===== src/rtl/nand_host_pkg.sv =====
package nand_host_pkg;
  localparam int WIN_AW = 6;

  localparam logic [WIN_AW-1:0] OFS_LPA  = 6'h00;
  localparam logic [WIN_AW-1:0] OFS_LPB  = 6'h04;
  localparam logic [WIN_AW-1:0] OFS_CP   = 6'h08;
  localparam logic [WIN_AW-1:0] OFS_CNT  = 6'h0C;
  localparam logic [WIN_AW-1:0] OFS_CLR  = 6'h10;
  localparam logic [WIN_AW-1:0] OFS_DATA = 6'h14;
  localparam logic [WIN_AW-1:0] OFS_CTL  = 6'h18;

  localparam int CB_CE0 = 0;
  localparam int CB_CLE = 1;
  localparam int CB_ALE = 2;
  localparam int CB_WP  = 3;
  localparam int CB_CE1 = 4;
  localparam int CB_RB  = 5;

  typedef enum logic [1:0] {
    ST_IDLE = 2'd0,
    ST_WR   = 2'd1,
    ST_RD   = 2'd2
  } seq_st_e;
endpackage


===== src/rtl/nand_ctl_reg.sv =====
module nand_ctl_reg
  import nand_host_pkg::*;
#(
  parameter int CTL_W = 8
) (
  input  logic             clk,
  input  logic             rst_n,
  input  logic             wr_en,
  input  logic [CTL_W-1:0] wr_data,
  input  logic             rb_pin,
  output logic [CTL_W-1:0] ctl_rd,
  output logic             pin_ce,
  output logic             pin_cle,
  output logic             pin_ale,
  output logic             pin_wp
);
  localparam logic [CTL_W-1:0] RO_MASK = CTL_W'(1) << CB_RB;

  logic [CTL_W-1:0] ctl_q;

  always_ff @(posedge clk or negedge rst_n) begin
    if (!rst_n)     ctl_q <= '0;
    else if (wr_en) ctl_q <= wr_data & ~RO_MASK;
  end

  assign ctl_rd  = ctl_q | (rb_pin ? RO_MASK : '0);
  assign pin_ce  = ctl_q[CB_CE0] | ctl_q[CB_CE1];
  assign pin_cle = ctl_q[CB_CLE];
  assign pin_ale = ctl_q[CB_ALE];
  assign pin_wp  = ctl_q[CB_WP];
endmodule


===== src/rtl/nand_ecc_acc.sv =====
module nand_ecc_acc #(
  parameter int DATA_W    = 8,
  parameter int BLK_BYTES = 256,
  localparam int IDX_W    = $clog2(BLK_BYTES),
  localparam int LP_W     = 2 * IDX_W,
  localparam int CP_W     = 2 * $clog2(DATA_W)
) (
  input  logic              clk,
  input  logic              rst_n,
  input  logic              clr,
  input  logic              upd,
  input  logic [DATA_W-1:0] din,
  output logic [LP_W-1:0]   lp_o,
  output logic [CP_W-1:0]   cp_o,
  output logic [IDX_W-1:0]  cnt_o
);
  localparam int GRP = $clog2(DATA_W);

  logic [LP_W-1:0]   lp_q, lp_nxt;
  logic [DATA_W-1:0] col_q;
  logic [IDX_W-1:0]  cnt_q;

  // Byte parity lands in the even or odd slot of each address bit.
  always_comb begin
    lp_nxt = lp_q;
    if (^din) begin
      for (int k = 0; k < IDX_W; k++) begin
        lp_nxt[2*k + int'(cnt_q[k])] = ~lp_q[2*k + int'(cnt_q[k])];
      end
    end
  end

  always_ff @(posedge clk or negedge rst_n) begin
    if (!rst_n) begin
      lp_q  <= '0;
      col_q <= '0;
      cnt_q <= '0;
    end else if (clr) begin
      lp_q  <= '0;
      col_q <= '0;
      cnt_q <= '0;
    end else if (upd) begin
      lp_q  <= lp_nxt;
      col_q <= col_q ^ din;
      cnt_q <= cnt_q + 1'b1;
    end
  end

  // Column parity: per bit-group g, split data bits by bit g of their index.
  always_comb begin
    cp_o = '0;
    for (int g = 0; g < GRP; g++) begin
      for (int b = 0; b < DATA_W; b++) begin
        cp_o[2*g + ((b >> g) & 1)] = cp_o[2*g + ((b >> g) & 1)] ^ col_q[b];
      end
    end
  end

  assign lp_o  = lp_q;
  assign cnt_o = cnt_q;
endmodule


===== src/rtl/nand_port_seq.sv =====
module nand_port_seq
  import nand_host_pkg::*;
#(
  parameter int DATA_W = 8,
  localparam int RD_W  = 4 * DATA_W
) (
  input  logic              clk,
  input  logic              rst_n,
  input  logic              req_valid,
  input  logic              req_we,
  input  logic              req_data_port,
  input  logic              req_word,
  input  logic [DATA_W-1:0] req_wdata,
  input  logic [RD_W-1:0]   reg_rdata,
  output logic              req_ready,
  output logic              rsp_done,
  output logic [RD_W-1:0]   rsp_rdata,
  output logic              wr_valid,
  input  logic              wr_ready,
  output logic [DATA_W-1:0] wr_data,
  input  logic              rd_valid,
  output logic              rd_ready,
  input  logic [DATA_W-1:0] rd_data,
  output logic              ecc_upd,
  output logic [DATA_W-1:0] ecc_byte
);
  localparam int LANE_W = 2 * DATA_W;

  seq_st_e           st_q;
  logic [DATA_W-1:0] wbyte_q;
  logic              two_q, second_q, done_q;
  logic [RD_W-1:0]   rdata_q;
  logic              accept;

  assign req_ready = (st_q == ST_IDLE);
  assign accept    = req_valid && req_ready;

  always_ff @(posedge clk or negedge rst_n) begin
    if (!rst_n) begin
      st_q     <= ST_IDLE;
      wbyte_q  <= '0;
      two_q    <= 1'b0;
      second_q <= 1'b0;
      done_q   <= 1'b0;
      rdata_q  <= '0;
    end else begin
      done_q <= 1'b0;
      unique case (st_q)
        ST_IDLE: if (accept) begin
          if (req_data_port && req_we) begin
            wbyte_q <= req_wdata;
            st_q    <= ST_WR;
          end else if (req_data_port) begin
            two_q    <= req_word;
            second_q <= 1'b0;
            rdata_q  <= '0;
            st_q     <= ST_RD;
          end else begin
            rdata_q <= reg_rdata;
            done_q  <= 1'b1;
          end
        end
        ST_WR: if (wr_ready) begin
          rdata_q <= '0;
          done_q  <= 1'b1;
          st_q    <= ST_IDLE;
        end
        ST_RD: if (rd_valid) begin
          if (!second_q) rdata_q[LANE_W-1:0]    <= LANE_W'(rd_data);
          else           rdata_q[RD_W-1:LANE_W] <= LANE_W'(rd_data);
          if (two_q && !second_q) begin
            second_q <= 1'b1;
          end else begin
            done_q <= 1'b1;
            st_q   <= ST_IDLE;
          end
        end
        default: st_q <= ST_IDLE;
      endcase
    end
  end

  assign wr_valid  = (st_q == ST_WR);
  assign wr_data   = wbyte_q;
  assign rd_ready  = (st_q == ST_RD);
  assign ecc_upd   = (wr_valid && wr_ready) || (rd_ready && rd_valid);
  assign ecc_byte  = wr_valid ? wbyte_q : rd_data;
  assign rsp_done  = done_q;
  assign rsp_rdata = rdata_q;
endmodule


===== src/rtl/nand_host_if.sv =====
module nand_host_if
  import nand_host_pkg::*;
#(
  parameter int DATA_W    = 8,
  parameter int BLK_BYTES = 256
) (
  input  logic              clk,
  input  logic              rst_n,
  input  logic              bus_valid,
  output logic              bus_ready,
  input  logic              bus_we,
  input  logic [WIN_AW-1:0] bus_addr,
  input  logic [DATA_W-1:0] bus_wdata,
  input  logic              bus_word,
  output logic              bus_done,
  output logic [4*DATA_W-1:0] bus_rdata,
  output logic              fl_wr_valid,
  input  logic              fl_wr_ready,
  output logic [DATA_W-1:0] fl_wr_data,
  input  logic              fl_rd_valid,
  output logic              fl_rd_ready,
  input  logic [DATA_W-1:0] fl_rd_data,
  output logic              fl_ce,
  output logic              fl_cle,
  output logic              fl_ale,
  output logic              fl_wp,
  input  logic              fl_rb
);
  localparam int IDX_W = $clog2(BLK_BYTES);
  localparam int LP_W  = 2 * IDX_W;
  localparam int CP_W  = 2 * $clog2(DATA_W);
  localparam int HALF  = IDX_W / 2;
  localparam int RD_W  = 4 * DATA_W;

  logic              accept, ctl_we, ecc_clr, hit_data;
  logic              ecc_upd;
  logic [DATA_W-1:0] ecc_byte, ctl_rd;
  logic [LP_W-1:0]   ecc_lp;
  logic [CP_W-1:0]   ecc_cp;
  logic [IDX_W-1:0]  ecc_cnt;
  logic [IDX_W-1:0]  lpa_v, lpb_v;
  logic [RD_W-1:0]   reg_rdata;

  assign accept   = bus_valid && bus_ready;
  assign hit_data = (bus_addr == OFS_DATA);
  assign ctl_we   = accept && bus_we && (bus_addr == OFS_CTL);
  assign ecc_clr  = accept && bus_we && (bus_addr == OFS_CLR);

  nand_ctl_reg #(.CTL_W(DATA_W)) u_ctl (
    .clk(clk), .rst_n(rst_n), .wr_en(ctl_we), .wr_data(bus_wdata),
    .rb_pin(fl_rb), .ctl_rd(ctl_rd), .pin_ce(fl_ce), .pin_cle(fl_cle),
    .pin_ale(fl_ale), .pin_wp(fl_wp)
  );

  nand_ecc_acc #(.DATA_W(DATA_W), .BLK_BYTES(BLK_BYTES)) u_ecc (
    .clk(clk), .rst_n(rst_n), .clr(ecc_clr), .upd(ecc_upd), .din(ecc_byte),
    .lp_o(ecc_lp), .cp_o(ecc_cp), .cnt_o(ecc_cnt)
  );

  nand_port_seq #(.DATA_W(DATA_W)) u_seq (
    .clk(clk), .rst_n(rst_n), .req_valid(bus_valid), .req_we(bus_we),
    .req_data_port(hit_data), .req_word(bus_word), .req_wdata(bus_wdata),
    .reg_rdata(reg_rdata), .req_ready(bus_ready), .rsp_done(bus_done),
    .rsp_rdata(bus_rdata), .wr_valid(fl_wr_valid), .wr_ready(fl_wr_ready),
    .wr_data(fl_wr_data), .rd_valid(fl_rd_valid), .rd_ready(fl_rd_ready),
    .rd_data(fl_rd_data), .ecc_upd(ecc_upd), .ecc_byte(ecc_byte)
  );

  // Bit interleave of the two parity bytes: low nibbles at 0x00, high at 0x04.
  for (genvar i = 0; i < HALF; i++) begin : g_ilv
    assign lpa_v[2*i]   = ecc_lp[i];
    assign lpa_v[2*i+1] = ecc_lp[IDX_W + i];
    assign lpb_v[2*i]   = ecc_lp[HALF + i];
    assign lpb_v[2*i+1] = ecc_lp[IDX_W + HALF + i];
  end

  always_comb begin
    unique case (bus_addr)
      OFS_LPA: reg_rdata = RD_W'(lpa_v);
      OFS_LPB: reg_rdata = RD_W'(lpb_v);
      OFS_CP:  reg_rdata = RD_W'(ecc_cp);
      OFS_CNT: reg_rdata = RD_W'(ecc_cnt);
      OFS_CTL: reg_rdata = RD_W'(ctl_rd);
      default: reg_rdata = '0;
    endcase
  end
endmodule


===== config.mk =====
export PLATFORM = sky130hd
export DESIGN_NAME = nand_host_if
export DESIGN_NICKNAME = d
export VERILOG_FILES = /design/src/rtl/nand_host_pkg.sv /design/src/rtl/nand_ctl_reg.sv /design/src/rtl/nand_ecc_acc.sv /design/src/rtl/nand_port_seq.sv /design/src/rtl/nand_host_if.sv
export SDC_FILE = /design/constraint.sdc
export NUM_CORES = 1
export LEC_CHECK = 0
export ABC_AREA = 0
export CELL_PAD_IN_SITES_DETAIL_PLACEMENT = 0
export CELL_PAD_IN_SITES_GLOBAL_PLACEMENT = 1
export CORE_ASPECT_RATIO = 0.75
export CORE_UTILIZATION = 40
export CTS_BUF_LIST = sky130_fd_sc_hd__clkbuf_16
export DETAILED_ROUTE_END_ITERATION = 6
export DONT_BUFFER_PORTS = 1
export GPL_TIMING_DRIVEN = 1
export HOLD_SLACK_MARGIN = 0.08
export PLACE_DENSITY_LB_ADDON = 0.1
export SYNTH_ARGS = -nofsm -noshare
export SYNTH_HDL_FRONTEND = slang
export SYNTH_SLANG_ARGS = --single-unit

===== constraint.sdc =====
create_clock -name clk -period 6 [get_ports clk]
set_clock_uncertainty 0.15 [all_clocks]
set_input_delay 1.2 -clock clk [delete_from_list [all_inputs] [get_ports clk]]
set_output_delay 1.2 -clock clk [all_outputs]
set_load 0.02 [all_outputs]

; Word level (Yosys, flattened, before mapping)
; Index checks and enable logic that the tools add are counted.
[op_classes]
n_mul = 0
n_mux = 85
eq_ne = 18
shift = 0
addsub = 8
n_bitwise = 29
n_reduce_logical = 32
div_mod_pow = 0
n_lt_le_gt_ge = 16
[op_table]
columns = operator, count
row1 = ">= comparator 32 x 1 -> 1 bit, second input constant", 7
row2 = "< comparator 32 x 6 -> 1 bit, second input constant", 7
row3 = bitwise mux 16 bit, 8
row4 = two-way mux 32 bit, 4
row5 = one-hot mux 32 bit (3 select lines), 1
row6 = two-way mux 16 bit, 5
row7 = two-way mux 8 bit, 6
row8 = one-hot mux 8 bit (5 select lines), 1
row9 = two-way mux 1 bit, 35
row10 = binary-select mux 1 bit (select 4 bit), 7
row11 = demux 1 bit (select 4 bit), 7
row12 = "adder 4 x 1 -> 5 bit, first input constant", 4
row13 = "equality test 6 x 5 -> 1 bit, second input constant", 3
row14 = AND reduction 6 bit, 3
row15 = bitwise XOR 1 bit, 17
row16 = logical AND 1 bit, 16
row17 = "inequality test 2 bit, second input constant", 8
row18 = "equality test 6 x 4 -> 1 bit, second input constant", 2
row19 = two-way mux 2 bit, 6
row20 = NOT 1 bit, 9
row21 = "adder 3 x 1 -> 4 bit, first input constant", 2
row22 = "adder 8 x 1 -> 8 bit, second input constant", 1
row23 = OR 8 bit, 1
row24 = XOR reduction 8 bit, 1
row25 = 25 further kinds, 27
[totals]
romBits = 0
ramBits = 0
n_memories = 0
register_bits = 84
wordCells = 199
latchBits = 0

; Depth between registers and ports, before layout
; Gate-level depths: netlist of the first run.
[depth]
depth_word = 15
ltp_mapped = 10

; Hierarchy
; Synthesis of the first run repeated with hierarchy kept, for this count alone.
[hier_totals]
hier_cells = 437
hier_area_um2 = 4699.5
[modules_own_cells]
columns = module, cells_per_inst, seq_area_each_um2, area_each_um2, n_inst
row1 = nand_port_seq, 190, 1126.1, 2328.5, 1
row2 = nand_ecc_acc, 176, 800.8, 1649.1, 1
row3 = nand_host_if, 51, 0.0, 394.1, 1
row4 = nand_ctl_reg, 20, 175.2, 327.8, 1

; Least setup slack after synthesis of the first run
; OpenSTA, ideal clock, no wires.
[synth_path]
kind = input -> register
start = in bus_addr[2]
end = reg u_ctl.ctl_q[0]
stages = 4
setup_ns = 0.125
arrival_ns = 2.527
required_time_ns = 5.725
path_slack_ns = 3.199
path_cell_list = or4b_2 nor2_1 nand2_2 mux2_2
[synth_via]
elab_chain_cells = 2
[synth_rtl]
columns = element, line
row1 = start: declaration, nand_host_if.sv:12  ; input logic [WIN_AW-1:0] bus_addr,
row2 = equality test 6 x 5 -> 1 bit, nand_host_if.sv:46  ; assign ctl_we = accept && bus_we && (bus_addr == OFS_CTL);
row3 = logical AND 1 bit, nand_host_if.sv:46
row4 = end signal: assignment, nand_ctl_reg.sv:23  ; else if (wr_en) ctl_q <= wr_data & ~RO_MASK;
row5 = end: declaration, nand_ctl_reg.sv:19  ; logic [CTL_W-1:0] ctl_q;
; No other way between the ends.
; A chain may end at the register's enable or synchronous reset.

; Worst setup path after layout of the first run
[layout_path]
start = reg u_seq.st_q[1]
end = reg u_ecc.lp_q[7], in the netlist u_ecc.lp_o[7]
[layout_via]
elab_cells_between_ends = 15
classes_between = eq/ne: 2 / mux: 2 / reduce/logical: 11
[layout_lines]
columns = element, line
row1 = start: declaration, nand_port_seq.sv:29  ; seq_st_e st_q;
row2 = start signal: assignment, nand_port_seq.sv:40  ; st_q <= ST_IDLE;
row3 = start signal: assignment, nand_port_seq.sv:52  ; st_q <= ST_WR;
row4 = start signal: assignment, nand_port_seq.sv:57  ; st_q <= ST_RD;
row5 = equality test 2 x 1 -> 1 bit (*), nand_port_seq.sv:83  ; assign wr_valid = (st_q == ST_WR);
row6 = via fl_wr_valid, nand_host_if.sv:17  ; output logic fl_wr_valid,
row7 = two-way mux 8 bit / logical AND 1 bit (equally long branches), "nand_port_seq.sv:87, nand_port_seq.sv:86"
row8 = XOR reduction 8 bit / logical OR 1 bit (equally long branches), "nand_ecc_acc.sv:26, nand_port_seq.sv:86"
row9 = nonzero test 2 bit (no line), --
row10 = AND reduction 2 bit (no line) (*), --
row11 = end signal: assignment, nand_ecc_acc.sv:43  ; lp_q <= lp_nxt;
row12 = end: declaration, nand_ecc_acc.sv:19  ; logic [LP_W-1:0] lp_q, lp_nxt;
; Mark *: on every way through the listed nets, which the timed path passes. The rest lies on a longest branch.

==> metrics, run 1 <==
outcome complete, no violations; initial antenna violation count 0; per-cell routed wire length 19.1 um; antenna diode count 0; fin nets between 400 and 500; sequential cell area 1700 sq um; drc violations 0; top-count cell post-synth dfrtp_1; CP top delay family XOR/XNOR gates; Root Buffer clkbuf_16; Via density around 5.6; clock network power share about a quarter; Fill cells slightly above 900; Min-Delay Path Class reg2reg; layout cells sized above 1 14.1%; Setup CP Type reg2reg; die width ~120 um; setup violators final 0; routed vias 2923; cell taking the most area after synthesis dfrtp_1; # IOs about 80; RSZ-0062 raised after global routing no; reg-to-reg startpoint u_seq.st_q[1]; cell breakdown of the critical path inv_1 > ha_1 > buf_4 > mux2i_1 > xnor2_1 > xnor2_2 > o21ai_0 > a21oi_1; Synth-to-Final Area Change 7.92%; Yosys warning count 0; Critical Path Slowest Stage Cell xnor2_2; FF-to-FF End u_ecc.lp_o[7]; Seq pwr share 43.3%; Slew headroom roughly a fifth; max incr delay on CP 970 ps; Area contributors post-synth dfrtp_1 43%, mux2_2 8.3%, a21oi_1 4.3%, mux2i_1 3.8%, o21ai_0 3.8%; Final Max Tran Viols 0; DR iter-0 viols 178; Placer Congestion ~0.74; Hold Crit Endpoint u_ctl.ctl_q[6]; vias in the first global route a little under 3000; Port-buffer cells 0; fraction of registers with async set/reset 100%; ANT nets after route 0; worst path required time ~6100 ps; top_reg_cell synth dfrtp_1; Avg Cell Area, Syn around 10 sq um; setup slack, reg-to-reg approximately 2700 ps; CP Data Arrival Time 3400 ps; Clock Pin Slew Worst Setup and Hold Paths about 60 ps; Post-synth EDFFs 0; combinational power share 29.9%; Detail Placement HPWL 7.16 mm; total power divided by cell area between 400 and 500 nW/um^2; # rows 30; Worst-Margin Slew approximately 1200 ps; CTS Sinks 68; Initial Util 42.4%; Placed Area between 3000 and 4000 sq um; Hold Crit Start u_ctl.ctl_q[6]; Peak VDD IR ~0.00018 V; Syn Inst Count ~400; grt ovf 0; Max Cap Viol 0; mapped cell area slightly below 4000 sq um; Clock Path Buffers 2; worst-path fanout max 32; FF+latch count, synth just under 70; TritonRoute pass-1 iters 4; # H-tree levels 3; hold path cells 1; CTS tree yes; pin count of the biggest net entering global routing a little under 70; Register-to-Register Path Depth 8; Min Clock Period, post-route 3300 ps; total track usage between 20% and 30%; Skew-Pair Late Insertion Delay between 300 and 400 ps; Die Footprint roughly 10000 sq um; final wirelength 10.0 mm; core footprint 9310 sq um; Synth top area share a little over two fifths; switching share of power between 30 and 40%; global-route wire length before repair roughly 16 mm; CTS Hold Bufs 0; post-synthesis cell type count 46; Post-synth top cells 68 x dfrtp_1, 34 x a21oi_1, 33 x nand2_1; Max Freq 303 MHz; setup bufs post-CTS 0; internal power component 1.19 mW; Hold Vio Cnt, Final 0; CP Launch Type register; # resized after CTS 0; worst path bufs/invs 2; post-synthesis sequential area ratio between 40% and 50%; element type at the critical path end register; Sw Pwr approximately 0.76 mW; Fin Setup TNS 0 ps; area occupied by multi-input gates 2080 sq um; finished layout cell area between 4000 and 5000 sq um; part of the cycle the worst path needs a little under three fifths; Lkg Pwr between 1.5 and 2 nW; die height 88.0 um; worst hold slack 377 ps; TritonCTS buffer count 9
[power groups by stage]
stage                     registers, mW  clock network (mW)  logic, mW
after CTS                         0.847               0.532      0.586
after global placement            0.849                   0      0.567
after global routing              0.869               0.555      0.646
after detailed placement          0.853                   0      0.579
after floorplan                   0.785                   0      0.511
final                             0.846               0.521      0.584
[cells in the final DEF (no fill, tap or decap), drive strengths merged, types with 3 or more instances in the layout]
cell	count
clkbuf	9
and3	10
a22oi	9
xor2	14
dfrtp	68
conb	16
or2	3
o31ai	8
xnor2	16
o21ai	30
inv	4
clkinv	4
or3	18
or4	8
nand4	4
a21oi	34
ha	5
nor2b	3
mux2i	15
nand2b	3
nor2	20
a2bb2oi	4
mux2	29
and2	3
nand2	34
[routing by layer]
| layer | wire length, um | share of wire, % | global-route usage [%] |
|---|---|---|---|
| met1 | 5000 | 50 | 29.9 |
| met2 | 4340 | 43 | 30.6 |
| met3 | 592 | 5.9 | 5.81 |
| met4 | 99 | 0.99 | 5.87 |
| met5 | 0 | 0 | 0 |
[worst max-delay path by stage]
| stage | cells past startpoint | startpoint | end |
|---|---|---|---|
| after floorplan | 4 | bus_addr[2] | u_ctl.ctl_q[0] |
| after global placement | 6 | fl_rd_data[0] | u_ecc.lp_o[11] |
| after detailed placement | 6 | fl_rd_data[0] | u_ecc.lp_o[11] |
| after CTS | 8 | u_seq.st_q[1] | u_ecc.lp_o[7] |
| after global routing | 8 | u_seq.st_q[1] | u_ecc.lp_o[7] |
| final | 8 | u_seq.st_q[1] | u_ecc.lp_o[7] |
[cell families after synthesis]
logic type / count (synthesis) / share of synthesized area [%]
AOI/OAI and AO/OA: 96 / 14.5
xor gates and xnor gates: 30 / 6.66
adders and majority gates: 5 / 1.58
buffers and inverters: 40 / 5.93
DFF: 68 / 43.1
muxes: 44 / 12.1
other: 1 / 0.0950
and+or+nand+nor: 117 / 16.0
[flip-flops by register name (all words and copies together) (netlist names)]
signal,flops
u_ctl.ctl_q,7
u_seq.st_q,2
u_ecc.lp_o,16
u_seq.wr_data,8
u_seq.second_q,1
u_seq.two_q,1
u_seq.rsp_rdata,16
u_ecc.cnt_o,8
u_ecc.col_q,8
u_seq.rsp_done,1
[stage by stage]
step / worst slack, ps / instances / total power, mW / util [%]
CTS: 2700 / 526 / 1.97 / 45.8
global placement: 2770 / 510 / 1.42 / 42.6
detailed placement: 2660 / 510 / 1.43 / 42.6
floorplan: 3200 / 416 / 1.30 / -
finish: 2700 / 526 / 1.95 / 45.8
global route: 2430 / 526 / 2.07 / 45.8
[area by class of cell]
| cell class | count | area share, % |
|---|---|---|
| multi-input cells | 308 | 48.7 |
| flip-flops and latches | 68 | 39.9 |
| clock buffers | 9 | 5.29 |
| well taps | 128 | 3.76 |
| clock inverters | 7 | 1.59 |
| repair buffers | 2 | 0.352 |
| inverters | 4 | 0.352 |
Note: power is estimated with default switching activity, not from simulation.
==> run 2: changes to the inputs <==
==> constraint.sdc (replaced) <==
create_clock -name clk -period 3.2 [get_ports clk]
set_clock_uncertainty 0.15 [all_clocks]
set_input_delay 0.64 -clock clk [delete_from_list [all_inputs] [get_ports clk]]
set_output_delay 0.64 -clock clk [all_outputs]
set_load 0.02 [all_outputs]
==> run 2 against run 1 <==
Effect of this change:
- setup slack got worse by 2400 ps
- flip-flop and latch count did not move
- critical path depth fell by 1
- final area rose by 2.6%
- count of clock-buffer cells in the layout did not move
- largest power group unchanged
==> metrics, run 2 (same netlist as run 1, synthesis figures left out) <==
Max Cap Viol 0; vias in the first global route 2901; fin nets approximately 430; Peak VDD IR approximately 0.00046 V; setup violators final 0; initial antenna violation count 0; Synth-to-Final Area Change 10.7%; Lkg Pwr approximately 1.8 nW; Placer Congestion 0.813; Clock Pin Slew Worst Setup and Hold Paths roughly 60 ps; CTS Sinks ~70; Setup CP Type reg2reg; worst path required time between 3000 and 4000 ps; # rows 30; Min Clock Period, post-route 2880 ps; sequential cell area roughly 1700 sq um; area occupied by multi-input gates between 2000 and 2500 sq um; drc violations 0; Root Buffer clkbuf_16; Port-buffer cells 0; Detail Placement HPWL around 7 mm; Max Freq ~350 MHz; Fin Setup TNS 0 ps; total track usage roughly a fifth; worst-path fanout max 32; antenna diode count 0; Final Max Tran Viols 0; Register-to-Register Path Depth 7; CP Data Arrival Time around 3000 ps; Fill cells 928; pin count of the biggest net entering global routing between 60 and 70; die height just under 90 um; hold path cells 1; Clock Path Buffers 2; core footprint approximately 9300 sq um; Worst Setup Slack post-DPL 68.9 ps; routed vias between 2000 and 3000; total power divided by cell area roughly 870 nW/um^2; Initial Util a little over two fifths; Via density approximately 5.5; DR iter-0 viols about 150; CTS tree yes; element type at the critical path end register; part of the cycle the worst path needs 90.1%; fin worst setup slack ~320 ps; Critical Path Slowest Stage Cell ha_1; Hold Vio Cnt, Final 0; # H-tree levels 3; per-cell routed wire length roughly 19 um; commonest non-fill, non-tap cells in the layout 68 x dfrtp_1, 34 x a21oi_1, 33 x nand2_1; RSZ-0062 raised after global routing no; Worst-Margin Slew a little under 900 ps; Skew-Pair Late Insertion Delay 330 ps; cell breakdown of the critical path inv_1 > ha_1 > mux2i_1 > xnor2_1 > xnor2_4 > or4_1 > a21oi_1; outcome complete, no violations; Min-Delay Path Class in2reg; setup bufs post-CTS 0; max incr delay on CP 580 ps; # IOs between 70 and 80; Die Footprint approximately 10000 sq um; Slew headroom 41.3%; CP Launch Type register; grt ovf 0; TritonCTS buffer count 9; final wirelength ~10 mm; global-route wire length before repair about 16 mm; commonest non-fill, non-tap cell in the layout dfrtp_1; die width 117 um; ANT nets after route 0; TritonRoute pass-1 iters 4; layout cells sized above 1 ~15%
run 2: path summary, 6_finish.rpt:
check / startpoint / to / slack, ps
min in group asynchronous: rst_n / u_ecc.cnt_o[6] / 710
max in group asynchronous: rst_n / u_ecc.col_q[7] / 1870
max: u_seq.st_q[1] / u_ecc.lp_o[2] / 320
min reg2reg: u_ctl.ctl_q[6] / u_ctl.ctl_q[6] / 380
max reg2reg: u_seq.st_q[1] / u_ecc.lp_o[2] / 320
min: bus_wdata[1] / u_seq.wr_data[1] / 300
run 2: area by class of cell:
type | count | area share [%]
Multi-Input combinational cell | 308 | 47.7
Sequential cell | 68 | 38.9
Clock buffer | 9 | 5.15
Tap cell | 128 | 3.66
Clock inverter | 7 | 2.29
Timing Repair Buffer | 8 | 1.89
Inverter | 4 | 0.343
run 2: through the flow:
stage	area (sq um)	power (mW)	hold WS [ps]	cells	utilization (%)
final	4370	3.79	303	532	47.0
after global routing	4370	4.05	287	532	47.0
after CTS	4360	3.82	291	532	46.8
after detailed placement	4000	2.70	197	514	42.9
after global placement	4000	2.67	197	514	42.9
after floorplan	4000	2.43	194	416	-
run 2: report_power, final:
group / leakage, nW / internal (mW) / switching (mW) / total, mW
Sequential: 0.892 / 1.14 / 0.437 / 1.58
Clock: 0.148 / 0.686 / 0.395 / 1.08
Combinational: 0.794 / 0.508 / 0.619 / 1.13
Total: 1.83 / 2.34 / 1.45 / 3.79
run 2: critical path, delay by kind of cell, from the launching register on:
kind | cells | cell delay [ps]
AOI/OAI and AO/OA | 1 | 150
xor gates and xnor gates | 2 | 730
adders and majority gates | 1 | 580
buffers and inverters | 1 | 100
DFF | 1 | 400
muxes | 1 | 190
and+or+nand+nor | 1 | 490
run 2: timing repair:
item	CTS	global route
endpoints found under the hold margin	68	0
hold buffers	2	0
gates resized for setup	0	1
setup endpoints to repair	0	16
run 2: layer usage:
| layer | routed length, um | GRT usage [%] |
|---|---|---|
| met5 | 0 | 0 |
| met4 | 127 | 6.56 |
| met2 | 4140 | 28.7 |
| met1 | 5120 | 31.6 |
| met3 | 637 | 6.30 |
